<file path="src/rtl/thermsup_pkg.sv">
package thermsup_pkg;
    // register word indices (byte address >> 2)
    localparam logic [5:0] W_CTRL   = 6'h01;
    localparam logic [5:0] W_ENAB   = 6'h02;
    localparam logic [5:0] W_PEND   = 6'h03;
    localparam logic [5:0] W_DATA   = 6'h08;
    localparam logic [5:0] W_THR    = 6'h10;
    localparam logic [5:0] W_IDEB   = 6'h18;
    localparam logic [5:0] W_SDEB   = 6'h19;
    localparam logic [5:0] W_PER    = 6'h1A;
    localparam logic [5:0] W_PERHT  = 6'h1B;

    typedef enum logic [1:0] {SC_IDLE, SC_REQ, SC_GAP} scan_st_e;
endpackage

</file>
<file path="src/rtl/thermsup_chan.sv">
module thermsup_chan #(
    parameter int CODE_W = 12,
    parameter int DEB_W  = 8
) (
    input  logic              clk,
    input  logic              rst_n,
    input  logic              sample,
    input  logic [CODE_W-1:0] code,
    input  logic [CODE_W-1:0] thr,
    input  logic [DEB_W-1:0]  int_deb,
    input  logic [DEB_W-1:0]  shut_deb,
    output logic              over_q,
    output logic              int_hit,
    output logic              shut_hit
);
    typedef struct packed {
        logic [DEB_W-1:0] cnt;
        logic             over;
    } chan_t;

    chan_t c_d, c_q;
    logic  is_over;
    logic [DEB_W-1:0] cnt_nx;

    always_comb begin
        c_d     = c_q;
        is_over = (code >= thr);
        if (!is_over)
            cnt_nx = '0;
        else if (&c_q.cnt)
            cnt_nx = c_q.cnt;
        else
            cnt_nx = c_q.cnt + DEB_W'(1);
        int_hit  = sample && is_over && (cnt_nx >= int_deb);
        shut_hit = sample && is_over && (cnt_nx >= shut_deb);
        if (sample) begin
            c_d.cnt  = cnt_nx;
            c_d.over = is_over;
        end
    end

    always_ff @(posedge clk or negedge rst_n) begin
        if (!rst_n) c_q <= '0;
        else        c_q <= c_d;
    end

    assign over_q = c_q.over;

    AST_CNT_CLEAR: assert property (@(posedge clk) disable iff (!rst_n)
        (sample && (code < thr)) |=> (c_q.cnt == '0 && !over_q));
endmodule

</file>
<file path="src/rtl/thermsup_sched.sv">
module thermsup_sched import thermsup_pkg::*; #(
    parameter int NUM_CH   = 4,
    parameter int CODE_W   = 12,
    parameter int PER_W    = 16,
    parameter int TICK_DIV = 4
) (
    input  logic                      clk,
    input  logic                      rst_n,
    input  logic                      auto_en,
    input  logic                      qsel,
    input  logic                      hot,
    input  logic [PER_W-1:0]          per,
    input  logic [PER_W-1:0]          per_ht,
    input  logic                      adc_valid,
    input  logic [CODE_W-1:0]         adc_code,
    output logic                      adc_req,
    output logic [$clog2(NUM_CH)-1:0] adc_chan,
    output logic                      samp_valid,
    output logic [$clog2(NUM_CH)-1:0] samp_ch,
    output logic [CODE_W-1:0]         samp_code
);
    localparam int CH_W  = $clog2(NUM_CH);
    localparam int DIV_W = (TICK_DIV > 1) ? $clog2(TICK_DIV) : 1;

    typedef struct packed {
        scan_st_e         st;
        logic [CH_W-1:0]  ch;
        logic [DIV_W-1:0] div;
        logic [PER_W-1:0] cnt;
    } sched_t;

    sched_t s_d, s_q;
    logic [PER_W-1:0] limit;
    logic [9:0]       neg_code;

    always_comb begin
        s_d        = s_q;
        samp_valid = 1'b0;
        limit      = hot ? per_ht : per;
        if (!auto_en) begin
            s_d.st  = SC_IDLE;
            s_d.ch  = '0;
            s_d.div = '0;
            s_d.cnt = '0;
        end else begin
            case (s_q.st)
                SC_IDLE: begin
                    if (s_q.div == DIV_W'(TICK_DIV - 1)) begin
                        s_d.div = '0;
                        if (({1'b0, s_q.cnt} + (PER_W+1)'(1)) >= {1'b0, limit}) begin
                            s_d.cnt = '0;
                            s_d.ch  = '0;
                            s_d.st  = SC_REQ;
                        end else begin
                            s_d.cnt = s_q.cnt + PER_W'(1);
                        end
                    end else begin
                        s_d.div = s_q.div + DIV_W'(1);
                    end
                end
                SC_REQ: begin
                    if (adc_valid) begin
                        samp_valid = 1'b1;
                        if (s_q.ch == CH_W'(NUM_CH - 1)) begin
                            s_d.st  = SC_IDLE;
                            s_d.div = '0;
                            s_d.cnt = '0;
                        end else begin
                            s_d.st = SC_GAP;
                        end
                    end
                end
                SC_GAP: begin
                    s_d.ch = s_q.ch + CH_W'(1);
                    s_d.st = SC_REQ;
                end
                default: s_d.st = SC_IDLE;
            endcase
        end
    end

    always_ff @(posedge clk or negedge rst_n) begin
        if (!rst_n) s_q <= '0;
        else        s_q <= s_d;
    end

    assign neg_code  = 10'd0 - adc_code[9:0];
    assign samp_code = qsel ? CODE_W'(neg_code) : adc_code;
    assign samp_ch   = s_q.ch;
    assign adc_chan  = s_q.ch;
    assign adc_req   = (s_q.st == SC_REQ);

    AST_REQ_HOLD: assert property (@(posedge clk) disable iff (!rst_n)
        (adc_req && !adc_valid && auto_en) |=> (adc_req && $stable(adc_chan)));
    AST_REQ_GAP: assert property (@(posedge clk) disable iff (!rst_n)
        (adc_req && adc_valid) |=> !adc_req);
endmodule

</file>
<file path="src/rtl/thermsup_regs.sv">
module thermsup_regs import thermsup_pkg::*; #(
    parameter int NUM_CH = 4,
    parameter int CODE_W = 12,
    parameter int DEB_W  = 8,
    parameter int PER_W  = 16
) (
    input  logic                      clk,
    input  logic                      rst_n,
    input  logic                      bus_en,
    input  logic                      bus_we,
    input  logic [7:0]                bus_addr,
    input  logic [31:0]               bus_wdata,
    output logic [31:0]               bus_rdata,
    input  logic                      samp_valid,
    input  logic [$clog2(NUM_CH)-1:0] samp_ch,
    input  logic [CODE_W-1:0]         samp_code,
    input  logic [NUM_CH-1:0]         int_hit,
    input  logic [NUM_CH-1:0]         shut_hit,
    output logic                      auto_en,
    output logic                      qsel,
    output logic [NUM_CH-1:0][CODE_W-1:0] thr,
    output logic [DEB_W-1:0]          int_deb,
    output logic [DEB_W-1:0]          shut_deb,
    output logic [PER_W-1:0]          per,
    output logic [PER_W-1:0]          per_ht,
    output logic                      irq,
    output logic                      tshut_gpio,
    output logic                      tshut_rst
);
    typedef struct packed {
        logic                          auto_en;
        logic                          qsel;
        logic [NUM_CH-1:0]             src_en;
        logic                          pol;
        logic [NUM_CH-1:0]             int_en;
        logic [NUM_CH-1:0]             gpio_rt;
        logic [NUM_CH-1:0]             rst_rt;
        logic [NUM_CH-1:0]             pend;
        logic                          sd_flag;
        logic                          lat_gpio;
        logic                          lat_rst;
        logic [NUM_CH-1:0][CODE_W-1:0] thr;
        logic [NUM_CH-1:0][CODE_W-1:0] data;
        logic [DEB_W-1:0]              int_deb;
        logic [DEB_W-1:0]              shut_deb;
        logic [PER_W-1:0]              per;
        logic [PER_W-1:0]              per_ht;
    } regs_t;

    regs_t r_d, r_q;
    logic [5:0] word;
    logic       wr;
    logic [NUM_CH-1:0] trig;
    logic       unused_bits;

    assign word        = bus_addr[7:2];
    assign wr          = bus_en && bus_we;
    assign unused_bits = ^{bus_wdata[31:PER_W], bus_addr[1:0]};
    assign trig        = shut_hit & r_q.src_en;

    always_comb begin
        r_d = r_q;
        // hardware updates
        for (int n = 0; n < NUM_CH; n++)
            if (samp_valid && samp_ch == $clog2(NUM_CH)'(n))
                r_d.data[n] = samp_code;
        r_d.lat_gpio = r_q.lat_gpio | (|(trig & r_q.gpio_rt));
        r_d.lat_rst  = r_q.lat_rst  | (|(trig & r_q.rst_rt));
        r_d.sd_flag  = r_q.sd_flag  | (|trig);
        // software writes
        if (wr) begin
            case (word)
                W_CTRL: begin
                    r_d.auto_en = bus_wdata[0];
                    r_d.qsel    = bus_wdata[1];
                    r_d.pol     = bus_wdata[8];
                    for (int n = 0; n < NUM_CH; n++)
                        r_d.src_en[n] = bus_wdata[4+n];
                end
                W_ENAB: begin
                    for (int n = 0; n < NUM_CH; n++) begin
                        r_d.int_en[n]  = bus_wdata[n];
                        r_d.rst_rt[n]  = bus_wdata[8+n];
                        r_d.gpio_rt[n] = bus_wdata[4+n] & ~bus_wdata[8+n];
                    end
                end
                W_PEND: begin
                    for (int n = 0; n < NUM_CH; n++)
                        if (bus_wdata[n]) r_d.pend[n] = 1'b0;
                end
                W_IDEB:  r_d.int_deb  = bus_wdata[DEB_W-1:0];
                W_SDEB:  r_d.shut_deb = bus_wdata[DEB_W-1:0];
                W_PER:   r_d.per      = bus_wdata[PER_W-1:0];
                W_PERHT: r_d.per_ht   = bus_wdata[PER_W-1:0];
                default: ;
            endcase
            for (int n = 0; n < NUM_CH; n++)
                if (word == W_THR + 6'(n))
                    r_d.thr[n] = bus_wdata[CODE_W-1:0];
        end
        // a new hit wins over an acknowledge in the same cycle
        r_d.pend = r_d.pend | int_hit;
    end

    always_ff @(posedge clk or negedge rst_n) begin
        if (!rst_n) r_q <= '0;
        else        r_q <= r_d;
    end

    always_comb begin
        bus_rdata = '0;
        case (word)
            W_CTRL: begin
                bus_rdata[0] = r_q.auto_en;
                bus_rdata[1] = r_q.qsel;
                bus_rdata[8] = r_q.pol;
                for (int n = 0; n < NUM_CH; n++) bus_rdata[4+n] = r_q.src_en[n];
            end
            W_ENAB: begin
                for (int n = 0; n < NUM_CH; n++) begin
                    bus_rdata[n]   = r_q.int_en[n];
                    bus_rdata[4+n] = r_q.gpio_rt[n];
                    bus_rdata[8+n] = r_q.rst_rt[n];
                end
            end
            W_PEND: begin
                bus_rdata[8] = r_q.sd_flag;
                for (int n = 0; n < NUM_CH; n++) bus_rdata[n] = r_q.pend[n];
            end
            W_IDEB:  bus_rdata = 32'(r_q.int_deb);
            W_SDEB:  bus_rdata = 32'(r_q.shut_deb);
            W_PER:   bus_rdata = 32'(r_q.per);
            W_PERHT: bus_rdata = 32'(r_q.per_ht);
            default: ;
        endcase
        for (int n = 0; n < NUM_CH; n++) begin
            if (word == W_DATA + 6'(n)) bus_rdata = 32'(r_q.data[n]);
            if (word == W_THR + 6'(n))  bus_rdata = 32'(r_q.thr[n]);
        end
    end

    assign auto_en    = r_q.auto_en;
    assign qsel       = r_q.qsel;
    assign thr        = r_q.thr;
    assign int_deb    = r_q.int_deb;
    assign shut_deb   = r_q.shut_deb;
    assign per        = r_q.per;
    assign per_ht     = r_q.per_ht;
    assign irq        = |(r_q.pend & r_q.int_en);
    assign tshut_gpio = r_q.pol ? r_q.lat_gpio : ~r_q.lat_gpio;
    assign tshut_rst  = r_q.pol ? r_q.lat_rst  : ~r_q.lat_rst;

    AST_SD_STICKY: assert property (@(posedge clk) disable iff (!rst_n)
        r_q.sd_flag |=> r_q.sd_flag);
    AST_LATCH_HOLD: assert property (@(posedge clk) disable iff (!rst_n)
        (r_q.lat_gpio || r_q.lat_rst) |=> ($past(r_q.lat_gpio) <= r_q.lat_gpio && $past(r_q.lat_rst) <= r_q.lat_rst));
    AST_ROUTE_EXCL: assert property (@(posedge clk) disable iff (!rst_n)
        (r_q.gpio_rt & r_q.rst_rt) == '0);
    AST_PEND_SET: assert property (@(posedge clk) disable iff (!rst_n)
        (int_hit != '0) |=> ((r_q.pend & $past(int_hit)) == $past(int_hit)));
endmodule

</file>
<file path="src/rtl/thermsup_top.sv">
module thermsup_top #(
    parameter int NUM_CH   = 4,
    parameter int CODE_W   = 12,
    parameter int DEB_W    = 8,
    parameter int PER_W    = 16,
    parameter int TICK_DIV = 4
) (
    input  logic                      clk,
    input  logic                      rst_n,
    input  logic                      bus_en,
    input  logic                      bus_we,
    input  logic [7:0]                bus_addr,
    input  logic [31:0]               bus_wdata,
    output logic [31:0]               bus_rdata,
    output logic                      adc_req,
    output logic [$clog2(NUM_CH)-1:0] adc_chan,
    input  logic                      adc_valid,
    input  logic [CODE_W-1:0]         adc_code,
    output logic                      irq,
    output logic                      tshut_gpio,
    output logic                      tshut_rst
);
    localparam int CH_W = $clog2(NUM_CH);

    logic                          auto_en, qsel, samp_valid;
    logic [CH_W-1:0]               samp_ch;
    logic [CODE_W-1:0]             samp_code;
    logic [NUM_CH-1:0][CODE_W-1:0] thr;
    logic [DEB_W-1:0]              int_deb, shut_deb;
    logic [PER_W-1:0]              per, per_ht;
    logic [NUM_CH-1:0]             over_v, int_hit, shut_hit;

    thermsup_sched #(.NUM_CH(NUM_CH), .CODE_W(CODE_W), .PER_W(PER_W), .TICK_DIV(TICK_DIV)) u_sched (
        .clk(clk), .rst_n(rst_n), .auto_en(auto_en), .qsel(qsel), .hot(|over_v),
        .per(per), .per_ht(per_ht), .adc_valid(adc_valid), .adc_code(adc_code),
        .adc_req(adc_req), .adc_chan(adc_chan), .samp_valid(samp_valid),
        .samp_ch(samp_ch), .samp_code(samp_code)
    );

    for (genvar g = 0; g < NUM_CH; g++) begin : g_chan
        thermsup_chan #(.CODE_W(CODE_W), .DEB_W(DEB_W)) u_chan (
            .clk(clk), .rst_n(rst_n),
            .sample(samp_valid && samp_ch == CH_W'(g)),
            .code(samp_code), .thr(thr[g]), .int_deb(int_deb), .shut_deb(shut_deb),
            .over_q(over_v[g]), .int_hit(int_hit[g]), .shut_hit(shut_hit[g])
        );
    end

    thermsup_regs #(.NUM_CH(NUM_CH), .CODE_W(CODE_W), .DEB_W(DEB_W), .PER_W(PER_W)) u_regs (
        .clk(clk), .rst_n(rst_n), .bus_en(bus_en), .bus_we(bus_we), .bus_addr(bus_addr),
        .bus_wdata(bus_wdata), .bus_rdata(bus_rdata), .samp_valid(samp_valid),
        .samp_ch(samp_ch), .samp_code(samp_code), .int_hit(int_hit), .shut_hit(shut_hit),
        .auto_en(auto_en), .qsel(qsel), .thr(thr), .int_deb(int_deb), .shut_deb(shut_deb),
        .per(per), .per_ht(per_ht), .irq(irq), .tshut_gpio(tshut_gpio), .tshut_rst(tshut_rst)
    );
endmodule

</file>
<file path="config.mk">
export PLATFORM = sky130hd
export DESIGN_NAME = thermsup_top
export DESIGN_NICKNAME = d
export VERILOG_FILES = /design/src/rtl/thermsup_pkg.sv /design/src/rtl/thermsup_chan.sv /design/src/rtl/thermsup_sched.sv /design/src/rtl/thermsup_regs.sv /design/src/rtl/thermsup_top.sv
export SDC_FILE = /design/constraint.sdc
export NUM_CORES = 1
export LEC_CHECK = 0
export BUFFER_PORTS_ARGS = -buffer_cell sky130_fd_sc_hd__buf_2
export CAP_MARGIN = 30
export CORE_MARGIN = 8
export CORE_UTILIZATION = 35
export CTS_CLUSTER_SIZE = 10
export DETAILED_ROUTE_END_ITERATION = 6
export SYNTH_ARGS = -nofsm -noshare
export SYNTH_HDL_FRONTEND = slang
export SYNTH_HIERARCHICAL = 1
export SYNTH_SLANG_ARGS = --single-unit
</file>
<file path="constraint.sdc">
create_clock -name clk -period 4.21 [get_ports clk]
set_input_delay 0.6315 -clock clk [delete_from_list [all_inputs] [get_ports clk]]
set_output_delay 0.6315 -clock clk [all_outputs]
set_load 0.03 [all_outputs]
</file>
Word-level counts from Yosys, hierarchy flattened:

Cells that the tools add are included.

* input port bits: 57
* flip-flop bits (word level): 228

* bitwise gates (word level): 18
* reduce and logical (&&, ||, !) cells: 42
* eq/ne operators: 27
* muxes and demuxes: 48
* magnitude comparators: 13
* $add $sub $neg: 9

Operator list (number)
* 16-bit two-way mux: 11
* 8-bit greater-or-equal comparator: 8
* 8-bit two-way mux: 8
* 6-bit by 5-bit equality test with 1-bit output (second input constant): 8
* 12-bit greater-or-equal comparator: 4
* 18-bit two-way mux: 2
* 18-bit one-hot mux with 2 select lines: 1
* 8-bit by 1-bit adder with 8-bit output (second input constant): 4
* 8-bit AND reduction: 4
* 6-bit by 4-bit equality test with 1-bit output (second input constant): 4
* 4-bit one-hot mux with 6 select lines: 1
* 22-bit two-way mux: 1
* 2-bit AND reduction: 10
* 4-bit OR reduction: 5
* 3-bit != test (second input constant): 6
* 16-bit by 1-bit adder with 17-bit output (second input constant): 1
* 17-bit by 16-bit greater-or-equal comparator with 1-bit output: 1
* 1-bit logical AND: 17
* 16-bit by 1-bit adder with 16-bit output (second input constant): 1
* 4-bit bitwise AND: 4
* 4-bit two-way mux: 4
* 2-bit one-hot mux with 7 select lines: 1
* 6-bit by 2-bit equality test with 1-bit output (second input constant): 2
* 12-bit two-way mux: 1
* 20 further kinds: 48

Depth between registers and ports, before layout:

Gate-level depths: netlist (run 1).

* word-level depth: 10
* mapped depth: 21

Hierarchy:

The synthesis (run 1) kept the hierarchy.

By module, submodules not included
* thermsup_regs: area an instance 8770.9 um^2, cells each 712, seq. area each 4254.1 um^2, times used 1
* thermsup_chan (g_chan[0].u_chan ...): area an instance 1365.1 um^2, cells each 170, seq. area each 225.2 um^2, times used 3
* thermsup_sched: area an instance 2150.8 um^2, cells each 254, seq. area each 550.5 um^2, times used 1
* thermsup_chan (g_chan[3].u_chan): area an instance 1346.3 um^2, cells each 159, seq. area each 225.2 um^2, times used 1
* thermsup_top: area an instance 38.8 um^2, cells each 5, seq. area each 0.0 um^2, times used 1

Least setup slack after synthesis (run 1):

No wires, ideal clock.

* path type: input port to flip-flop
* from: input adc_code[1]
* to: register u_regs/r_q[146] (netlist name)
* setup time: 0.128 ns
* required time: 4.082 ns
* arrival: 4.388 ns
* path slack: -0.306 ns
* cell stages on the path: 21
* path through: inv_1 -> ha_1 -> nand2_1 -> or3_1 -> o31ai_1 -> xnor2_1 -> ha_1 -> and4_4 -> a21oi_1 -> o221ai_4 -> nor2_2 -> buf_6 -> nor2_1 -> ha_1 -> or3b_2 -> o211ai_1 -> a21oi_1 -> a2111oi_0 -> nor3_1 -> a222oi_1 -> nand2_1

RTL lines
* from (decl): line thermsup_top.sv:18 `input logic [CODE_W-1:0] adc_code,`
* to (signal assigned): line thermsup_regs.sv:107 `else r_q <= r_d;`
* to (decl): line thermsup_regs.sv:50 `regs_t r_d, r_q;`

==> flow_metrics.tcl, run 1 <==
set metrics [dict create \
    avgSynthCellArea_um2 10.0 \
    dp_hpwl_mm 33.4 \
    drc 0 \
    cts.sinks 228 \
    synth_edf_count 0 \
    drive_above_1_share 0.303 \
    num-nets-final 1890 \
    cts_tree "built" \
    switching_share 0.295 \
    ys_seq_area_frac 0.348 \
    synth_top_area_frac 0.348 \
    clockBufferDepth 3 \
    wirelength_mm 45.2 \
    synth_area_um2 16400 \
    antenna_left 0 \
    critical_path_required_ns 4.65 \
    port_buffers 60 \
    cp-end-kind "register" \
    hold_ws_ns 0.141 \
    ys_top_cells_by_count "dfrtp_1 (228), mux2_2 (164), ha_1 (136), buf_4 (120), inv_1 (119)" \
    dpl_cell_area_um2 17400 \
    place_worst_setup_slack_ns -0.595 \
    cp-start-kind "input port" \
    slew_headroom 0.280 \
    grtUsageTotal 0.164 \
    finalHoldViolations 0 \
    hp-class "input port to async pin" \
    min_period_over_period 0.976 \
    core_area_um2 46500 \
    start_util 0.353 \
    antenna_found_initial 3 \
    vias_per_cell 5.37 \
    crit_arrival_ns 4.54 \
    seqPwrFrac 0.403 \
    num_vias 12400 \
    fin_area_um2 18400 \
    path_clk_slew_ns 0.06 \
    clk_latency_ns 0.58 \
    place_congestion 0.906 \
    power_switching_w 0.00177 \
    internal_power_w 0.00422 \
    drt_iter0_markers 810 \
    cts_made_buffers 29 \
    fin_util 0.395 \
    synth_flop_cell "dfrtp_1" \
    final_max_slew_viol_count 0 \
    ys_warn_count 6 \
    power_density_nw_per_um2 326 \
    cap_violations 0 \
    htree_levels 1 \
    fill_cells 4597 \
    synthTopCellsByArea "dfrtp_1 (35%), mux2_2 (11%), ha_1 (10%), buf_4 (5.5%), inv_1 (2.7%)" \
    outcome "completed" \
    clkPwrFrac 0.393 \
    ios 95 \
    clockRootBuffer "clkbuf_16" \
    rows 79 \
    fin_ws_ns 0.102 \
    max_clock_freq_ghz 0.243 \
    tightest_slew_ns 1.08 \
    total_power_w 0.00599 \
    die_area_um2 54000 \
    wire_per_inst_um 19.5 \
    fin_skew_ns 0.0212 \
    yosys_register_bits 228 \
    synth_cell_types 93 \
    drt_pass1_iterations 5 \
    chipWidth_um 232 \
    critical_path_class "input port to register" \
    synth_cells 1640 \
    grt-ovfl-total 0 \
    yosysTopAreaCell "dfrtp_1" \
    rsz0062_at_grt "true" \
    diodes 0 \
    grt_pass1_wl_mm 71.0 \
    yosysMostFrequentCell "dfrtp_1" \
    syn_to_final_growth_pct 11.9 \
    crit_fanout 9 \
    combPwrFrac 0.204 \
    min_period_ns 4.11 \
    finalSetupViolations 0 \
    leakagePower_nw 8.53 \
    die_y_um 232 \
    grt_pass1_vias 12600 \
    async_reset_ff_frac 1.00 \
    ir_drop_v 0.000329 \
    grt_start_max_net_pins 115 \
]
==> layer usage <==
layer  wire length (um)  share of wire  vias up  track usage
met5                 10        0.00022        -            0
met4               1270          0.028        2       0.0475
met3               2300          0.051       72       0.0231
met2              20700           0.46      302        0.267
met1              20900           0.46     6189        0.224
li1                   -              -     5877            -
==> through the flow <==
step,cells,TNS [ns]
final,2318,0
after global routing,2318,-0.0372
after CTS,2318,0
after detailed placement,2273,-2.55
after global placement,2273,-2.11
after floorplan,1655,-0.0724
==> registers in the layout, indices dropped and copies added (netlist names) <==
signal,count
u_regs/int_deb,8
g_chan.u_chan/over_q,4
u_sched/s_q,20
u_regs/per_ht,16
g_chan.u_chan/c_q,32
u_regs/per,16
u_regs/qsel,1
u_regs/r_q,72
u_regs/shut_deb,8
u_sched/adc_chan,2
u_regs/auto_en,1
u_regs/thr,48
==> placed cells by master, fill, tap and decap left out, types with 8 or more instances in the layout <==
master and n:
dfrtp_1 228, mux2_2 164, ha_1 134, buf_4 125, inv_1 117, nand2_1 117, nor2_1 85, a21oi_1 69
buf_2 59, o21ai_0 54, mux2i_1 34, and3_1 33, nand3_1 33, clkbuf_16 29, a21oi_2 27, a21o_1 25
nand4_1 21, a22oi_1 20, nand2b_1 18, nor3_1 17, conb_1 16, o22ai_1 14, xnor2_1 14, o21a_1 12
nor2b_1 11, nor2_2 10, a221oi_1 9, o211ai_1 9, o21ai_2 9, a211oi_1 8, a31oi_1 8, mux4_2 8
==> area by class of cell <==
type	instances	area (um^2)	area share
tap	607	759	0.0414
inverter	119	454	0.0247
clock inverter	5	68.8	0.00375
clock buffer	40	807	0.0440
timing repair buffer	188	1310	0.0713
multi-input combinational	1131	9250	0.504
sequential	228	5710	0.311
==> kinds of logic after synthesis <==
group	after synthesis	synth area share
muxes	206	0.144
xor gates and xnor gates	26	0.0139
and+or+nand+nor	408	0.133
buffers and inverters	296	0.103
AOI/OAI and AO/OA	339	0.153
other	1	0.000229
adders and majority gates	136	0.104
DFF	228	0.348
==> power groups by stage <==
stage | Sequential, W | Clock (W) | Combinational, W
global placement | 0.00245 | 0 | 0.00117
floorplan | 0.00240 | 0 | 0.000894
detailed placement | 0.00245 | 0 | 0.00120
CTS | 0.00241 | 0.00242 | 0.00121
global route | 0.00243 | 0.00248 | 0.00135
finish | 0.00241 | 0.00236 | 0.00122
==> critical path, stage by stage <==
cell      delay (ns)
buf_2           0.13
nor2_2          0.14
nand3_1         0.10
o21ai_0         0.22
buf_4           0.16
nand2_1         0.07
xor2_2          0.18
ha_1            0.32
nand4_1         0.11
o311ai_2        0.30
buf_4           0.21
a21oi_4         0.08
buf_12          0.15
a311oi_2        0.23
ha_1            0.30
a21o_1          0.18
a211oi_1        0.22
o21a_1          0.15
nor3_1          0.05
buf_4           0.16
a222oi_1        0.35
nand2_1         0.09
==> repair_timing <==
action                     CTS  global route
hold buffers                 0             0
resized for setup            3            14
buffers inserted             0             0
setup endpoints to repair    1             3
pin swaps                    0             3
==> path summary, 6_finish.rpt <==
path                           startpoint                       to  slack (ns)  cells past startpoint
max in group asynchronous           rst_n            u_regs/per[2]        3.08                      2
max                           adc_code[3]          u_regs/r_q[146]        0.10                     22
max reg2reg                   u_regs/qsel          u_regs/r_q[146]        0.16                     18
min reg2reg                u_regs/r_q[50]           u_regs/r_q[50]        0.50                      1
min                                 rst_n  g_chan[0].u_chan/c_q[2]        0.14                      1
min in group clk            bus_wdata[12]        u_regs/per_ht[12]        0.30                      2
Note: power is estimated with default switching activity, not from simulation.
==> run 2: changes to the inputs <==
GPL_TIMING_DRIVEN = 1   (was not set)
RECOVER_POWER = 100   (was not set)
==> flow_metrics.tcl, run 2 (synthesis results as in run 1) <==
set metrics [dict create \
    num_vias 12500 \
    num-nets-final 1890 \
    critical-path-top-delay-family "buffers and inverters" \
    min_period_ns 4.12 \
    clk_latency_ns 0.58 \
    cap_violations 2 \
    critical_path_class "input port to primary output" \
    grtUsageMet1 0.224 \
    finalSetupViolations 0 \
    cp-end-kind "primary output" \
    drive_above_1_share 0.286 \
    path_clk_slew_ns 0.05 \
    drt_pass1_iterations 6 \
    diodes 0 \
    crit_fanout 16 \
    die_y_um 232 \
    min_period_over_period 0.978 \
    holdBufCountCts 0 \
    rsz0062_at_grt "true" \
    cts_made_buffers 29 \
    fin_skew_ns 0.0208 \
    start_util 0.353 \
    antenna_found_initial 3 \
    port_buffers 60 \
    leakagePower_nw 8.43 \
    cp-start-kind "input port" \
    core_area_um2 46500 \
    use_met2 0.267 \
    power_density_nw_per_um2 328 \
    hold_ws_ns 0.302 \
    final_common_cell "dfrtp_1" \
    grtUsageMet3 0.0231 \
    cpPeakStageDelay_ns 0.76 \
    clockBufferDepth 3 \
    drc 0 \
    fill_cells 4624 \
    hp-class "input port to register" \
    busiest_layer "met2" \
    outcome "complete, but fails checks" \
    final_max_slew_viol_count 124 \
    cts.sinks 228 \
    slowest_stage "clkbuf_1" \
    grt-ovfl-total 0 \
    mostFrequentLayoutCells "dfrtp_1 (228), mux2_2 (163), ha_1 (134)" \
    rows 79 \
    finalHoldViolations 0 \
    die_area_um2 54000 \
    drt_iter0_markers 799 \
    grt_start_max_net_pins 115 \
    postCtsSetupRepairBufs 0 \
    ir_drop_v 0.000330 \
    cts_tree "built" \
    wire_per_inst_um 19.5 \
    regMostFlops "u_regs/r_q" \
    regToRegSetupSlack_ns 0.18 \
    chipWidth_um 232 \
    crit_arrival_ns 3.49 \
    violations "max-capacitance violations, max-slew violations" \
    wirelength_mm 45.2 \
    grt_pass1_wl_mm 71.0 \
    syn_to_final_growth_pct 11.1 \
    grtUsageTotal 0.164 \
    fin_area_um2 18200 \
    worstPathCellList "clkbuf_1, nor2b_1, clkbuf_1, nand2_1, o21ai_0, nor2_1, a211o_1, buf_2" \
    slew_headroom -1.09 \
    crit_top_cell "clkbuf_1" \
    cp_num_buf_inv 3 \
    clockRootBuffer "clkbuf_16" \
    htree_levels 1 \
    place_congestion 0.906 \
    max_clock_freq_ghz 0.243 \
    vias_per_cell 5.38 \
    dpl_cell_area_um2 17400 \
    tightest_slew_ns 3.13 \
    ios 95 \
    critical_path_required_ns 3.58 \
    dp_hpwl_mm 33.4 \
    grt_pass1_vias 12600 \
    antenna_left 0 \
    largest_reg_flops 72 \
]
## run 2: cell count changes in the layout (fill, tap and decap cells not counted), moves of 4 or more
cell,change
buf_2,-9
buf_4,-15
clkbuf_1,+20
clkbuf_2,+5
nor3_1,+4
nor3_2,-4
## run 2: power by group
group	total [W]	switching, W	internal (W)
registers	0.00241	0.000117	0.00230
clock network	0.00236	0.000974	0.00138
logic	0.00121	0.000676	0.000533
total	0.00598	0.00177	0.00421
## run 2: cell type report
class	count	area, um^2	area share
Clock inverter	5	68.8	0.00378
Sequential cell	228	5710	0.313
Tap cell	607	759	0.0417
Clock buffer	40	807	0.0443
Multi-Input combinational cell	1131	9200	0.505
Inverter	119	454	0.0249
Timing Repair Buffer	188	1220	0.0672
## run 2: path summary, 6_finish.rpt
kind / start / end / cells past startpoint
min: bus_wdata[12] / u_regs/per_ht[12] / 2
min in group asynchronous: rst_n / g_chan[0].u_chan/c_q[2] / 1
max: bus_addr[2] / bus_rdata[0] / 8
max reg2reg: u_regs/qsel / u_regs/r_q[146] / 18
max in group asynchronous: rst_n / u_regs/r_q[78] / 2
min reg2reg: u_regs/r_q[50] / u_regs/r_q[50] / 1
## run 2: worst register-to-register path: cells and delay by family, from the launching register on
family | cells | cell delay [ns]
flops | 1 | 0.38
xor+xnor | 1 | 0.34
buf+inv | 4 | 0.69
compound gates | 9 | 1.76
simple gates | 2 | 0.14
fa+ha+maj | 2 | 0.60
## run 2: routing by layer
metal	wire [um]	part of all wire	vias up
li1	-	-	5882
met1	20800	0.46	6179
met2	20600	0.46	337
met3	2490	0.055	70
met4	1240	0.027	2
met5	10	0.00022	-
## run 2: through the flow
stage	TNS [ns]	setup WS (ns)	util	power [W]	cells
after floorplan	-0.0724	-0.0724	-	0.00329	1655
final	0	0.0927	0.392	0.00598	2318
after CTS	0	0.00707	0.393	0.00604	2318
after global placement	-2.11	-0.558	0.374	0.00361	2273
after detailed placement	-2.55	-0.595	0.374	0.00365	2273
after global routing	-0.0372	-0.0372	0.392	0.00625	2318
## run 2: what timing repair did
item	4_1_cts	5_1_grt
pin swaps	0	3
resized for setup	3	14
hold endpoints to repair	0	0
setup endpoints to repair	1	3
cloned	0	0
==> run 3: changes to the inputs <==
clock period = 5.02 ns   (was 4.21 ns; I/O delays follow)
==> flow_metrics.tcl, run 3 (synthesis results as in run 1) <==
set metrics [dict create \
    outcome "complete, but fails checks" \
    violations "max-capacitance violations, max-slew violations" \
    largest_reg_flops 72 \
    syn_to_final_growth_pct 5.61 \
    internal_power_w 0.00337 \
    grtUsageTotal 0.159 \
    seqPwrFrac 0.424 \
    cts_made_buffers 28 \
    start_util 0.353 \
    tightest_slew_ns 3.12 \
    power_switching_w 0.00142 \
    clockBufferDepth 3 \
    place_congestion 0.845 \
    vias_per_cell 5.43 \
    fin_area_um2 17300 \
    cts_tree "built" \
    final_max_slew_viol_count 139 \
    drt_iter0_markers 875 \
    critical_path_required_ns 4.27 \
    hp-class "input port to register" \
    dpl_cell_area_um2 16700 \
    ios 95 \
    diodes 0 \
    fill_cells 4647 \
    switching_share 0.296 \
    place_worst_setup_slack_ns -0.0898 \
    dp_hpwl_mm 31.7 \
    drive_above_1_share 0.214 \
    holdBufCountCts 0 \
    grt_pass1_vias 12000 \
    antenna_found_initial 0 \
    die_area_um2 54000 \
    regMostFlops "u_regs/r_q" \
    ir_drop_v 0.000314 \
    chipWidth_um 232 \
    dp.cells 2198 \
    final_common_cell "dfrtp_1" \
    crit_arrival_ns 4.03 \
    grt-ovfl-total 0 \
    drc 0 \
    cts_resized 0 \
    num-nets-final 1815 \
    crit_fanout 17 \
    finalSetupViolations 0 \
    fin_ws_ns 0.234 \
    grt_pass1_wl_mm 68.8 \
    drt_pass1_iterations 5 \
    wirelength_mm 43.7 \
    setup_tns_ns 0 \
    mostFrequentLayoutCells "dfrtp_1 (228), mux2_2 (164), ha_1 (136)" \
    cp-end-kind "primary output" \
    die_y_um 232 \
    postCtsSetupRepairBufs 0 \
    min_period_over_period 0.953 \
    port_buffers 60 \
    cts.sinks 228 \
    hold_ws_ns 0.423 \
    finalHoldViolations 0 \
    slew_headroom -1.08 \
    cap_violations 2 \
    antenna_left 0 \
    critical_path_class "input port to primary output" \
    clk_latency_ns 0.58 \
    combPwrFrac 0.184 \
    rsz0062_at_grt "false" \
    leakagePower_nw 7.88 \
    max_clock_freq_ghz 0.209 \
    clkPwrFrac 0.392 \
    fin_skew_ns 0.0533 \
    rows 79 \
    clockRootBuffer "clkbuf_16" \
    instances_no_fill 2239 \
    path_clk_slew_ns 0.06 \
    power_density_nw_per_um2 276 \
    cp-start-kind "input port" \
    wire_per_inst_um 19.5 \
    core_area_um2 46500 \
    min_period_ns 4.79 \
    htree_levels 1 \
    num_vias 12200 \
    grt_start_max_net_pins 113 \
]
run 3: power by group through the flow:
| stage | registers [W] | logic [W] | clock network, W |
|---|---|---|---|
| global placement | 0.00206 | 0.000877 | 0 |
| finish | 0.00203 | 0.000879 | 0.00187 |
| floorplan | 0.00201 | 0.000737 | 0 |
| CTS | 0.00203 | 0.000907 | 0.00192 |
| detailed placement | 0.00206 | 0.000903 | 0 |
| global route | 0.00204 | 0.000990 | 0.00200 |
run 3: critical path, stage by stage:
cell and delay (ns):
clkbuf_1 0.74, buf_4 0.44, nor2b_1 0.17, clkbuf_1 0.62, a22oi_1 0.19, o22ai_1 0.29, mux2i_1 0.13, a41oi_1 0.34
clkbuf_1 0.35
run 3: layout make-up:
type                            instances  area, um^2  share of cell area
Clock buffer                           35         747              0.0431
Sequential cell                       228        5710               0.329
Tap cell                              607         759              0.0438
Inverter                              119         447              0.0258
Timing Repair Buffer                  114         637              0.0368
Clock inverter                          5        75.1             0.00433
Multi-Input combinational cell       1131        8950               0.517
run 3: per-layer routing:
layer  vias up  GRT usage  wire length (um)
met5         -          0                 0
met4         0     0.0326               792
met3        36     0.0234              2030
met2       256      0.255             20000
met1      6127      0.227             20900
li1       5743          -                 -
run 3: per-stage QoR:
step | total power (W) | util
after floorplan | 0.00275 | -
after global placement | 0.00293 | 0.359
after detailed placement | 0.00296 | 0.360
after CTS | 0.00486 | 0.377
after global routing | 0.00503 | 0.373
final | 0.00478 | 0.373
run 3: path summary, 6_finish.rpt:
| path | depth (start not counted) | slack [ns] | endpoint | startpoint |
|---|---|---|---|---|
| worst max register to register | 19 | 0.46 | u_regs/r_q[146] | u_regs/qsel |
| worst min-delay path | 2 | 0.42 | u_regs/per[13] | bus_wdata[13] |
| worst max-delay path | 9 | 0.23 | bus_rdata[8] | bus_addr[2] |
| max in group asynchronous | 2 | 1.42 | u_regs/r_q[160] | rst_n |
| min in group asynchronous | 1 | 1.20 | u_regs/thr[38] | rst_n |
| worst min register to register | 2 | 0.47 | u_regs/r_q[146] | u_regs/r_q[146] |
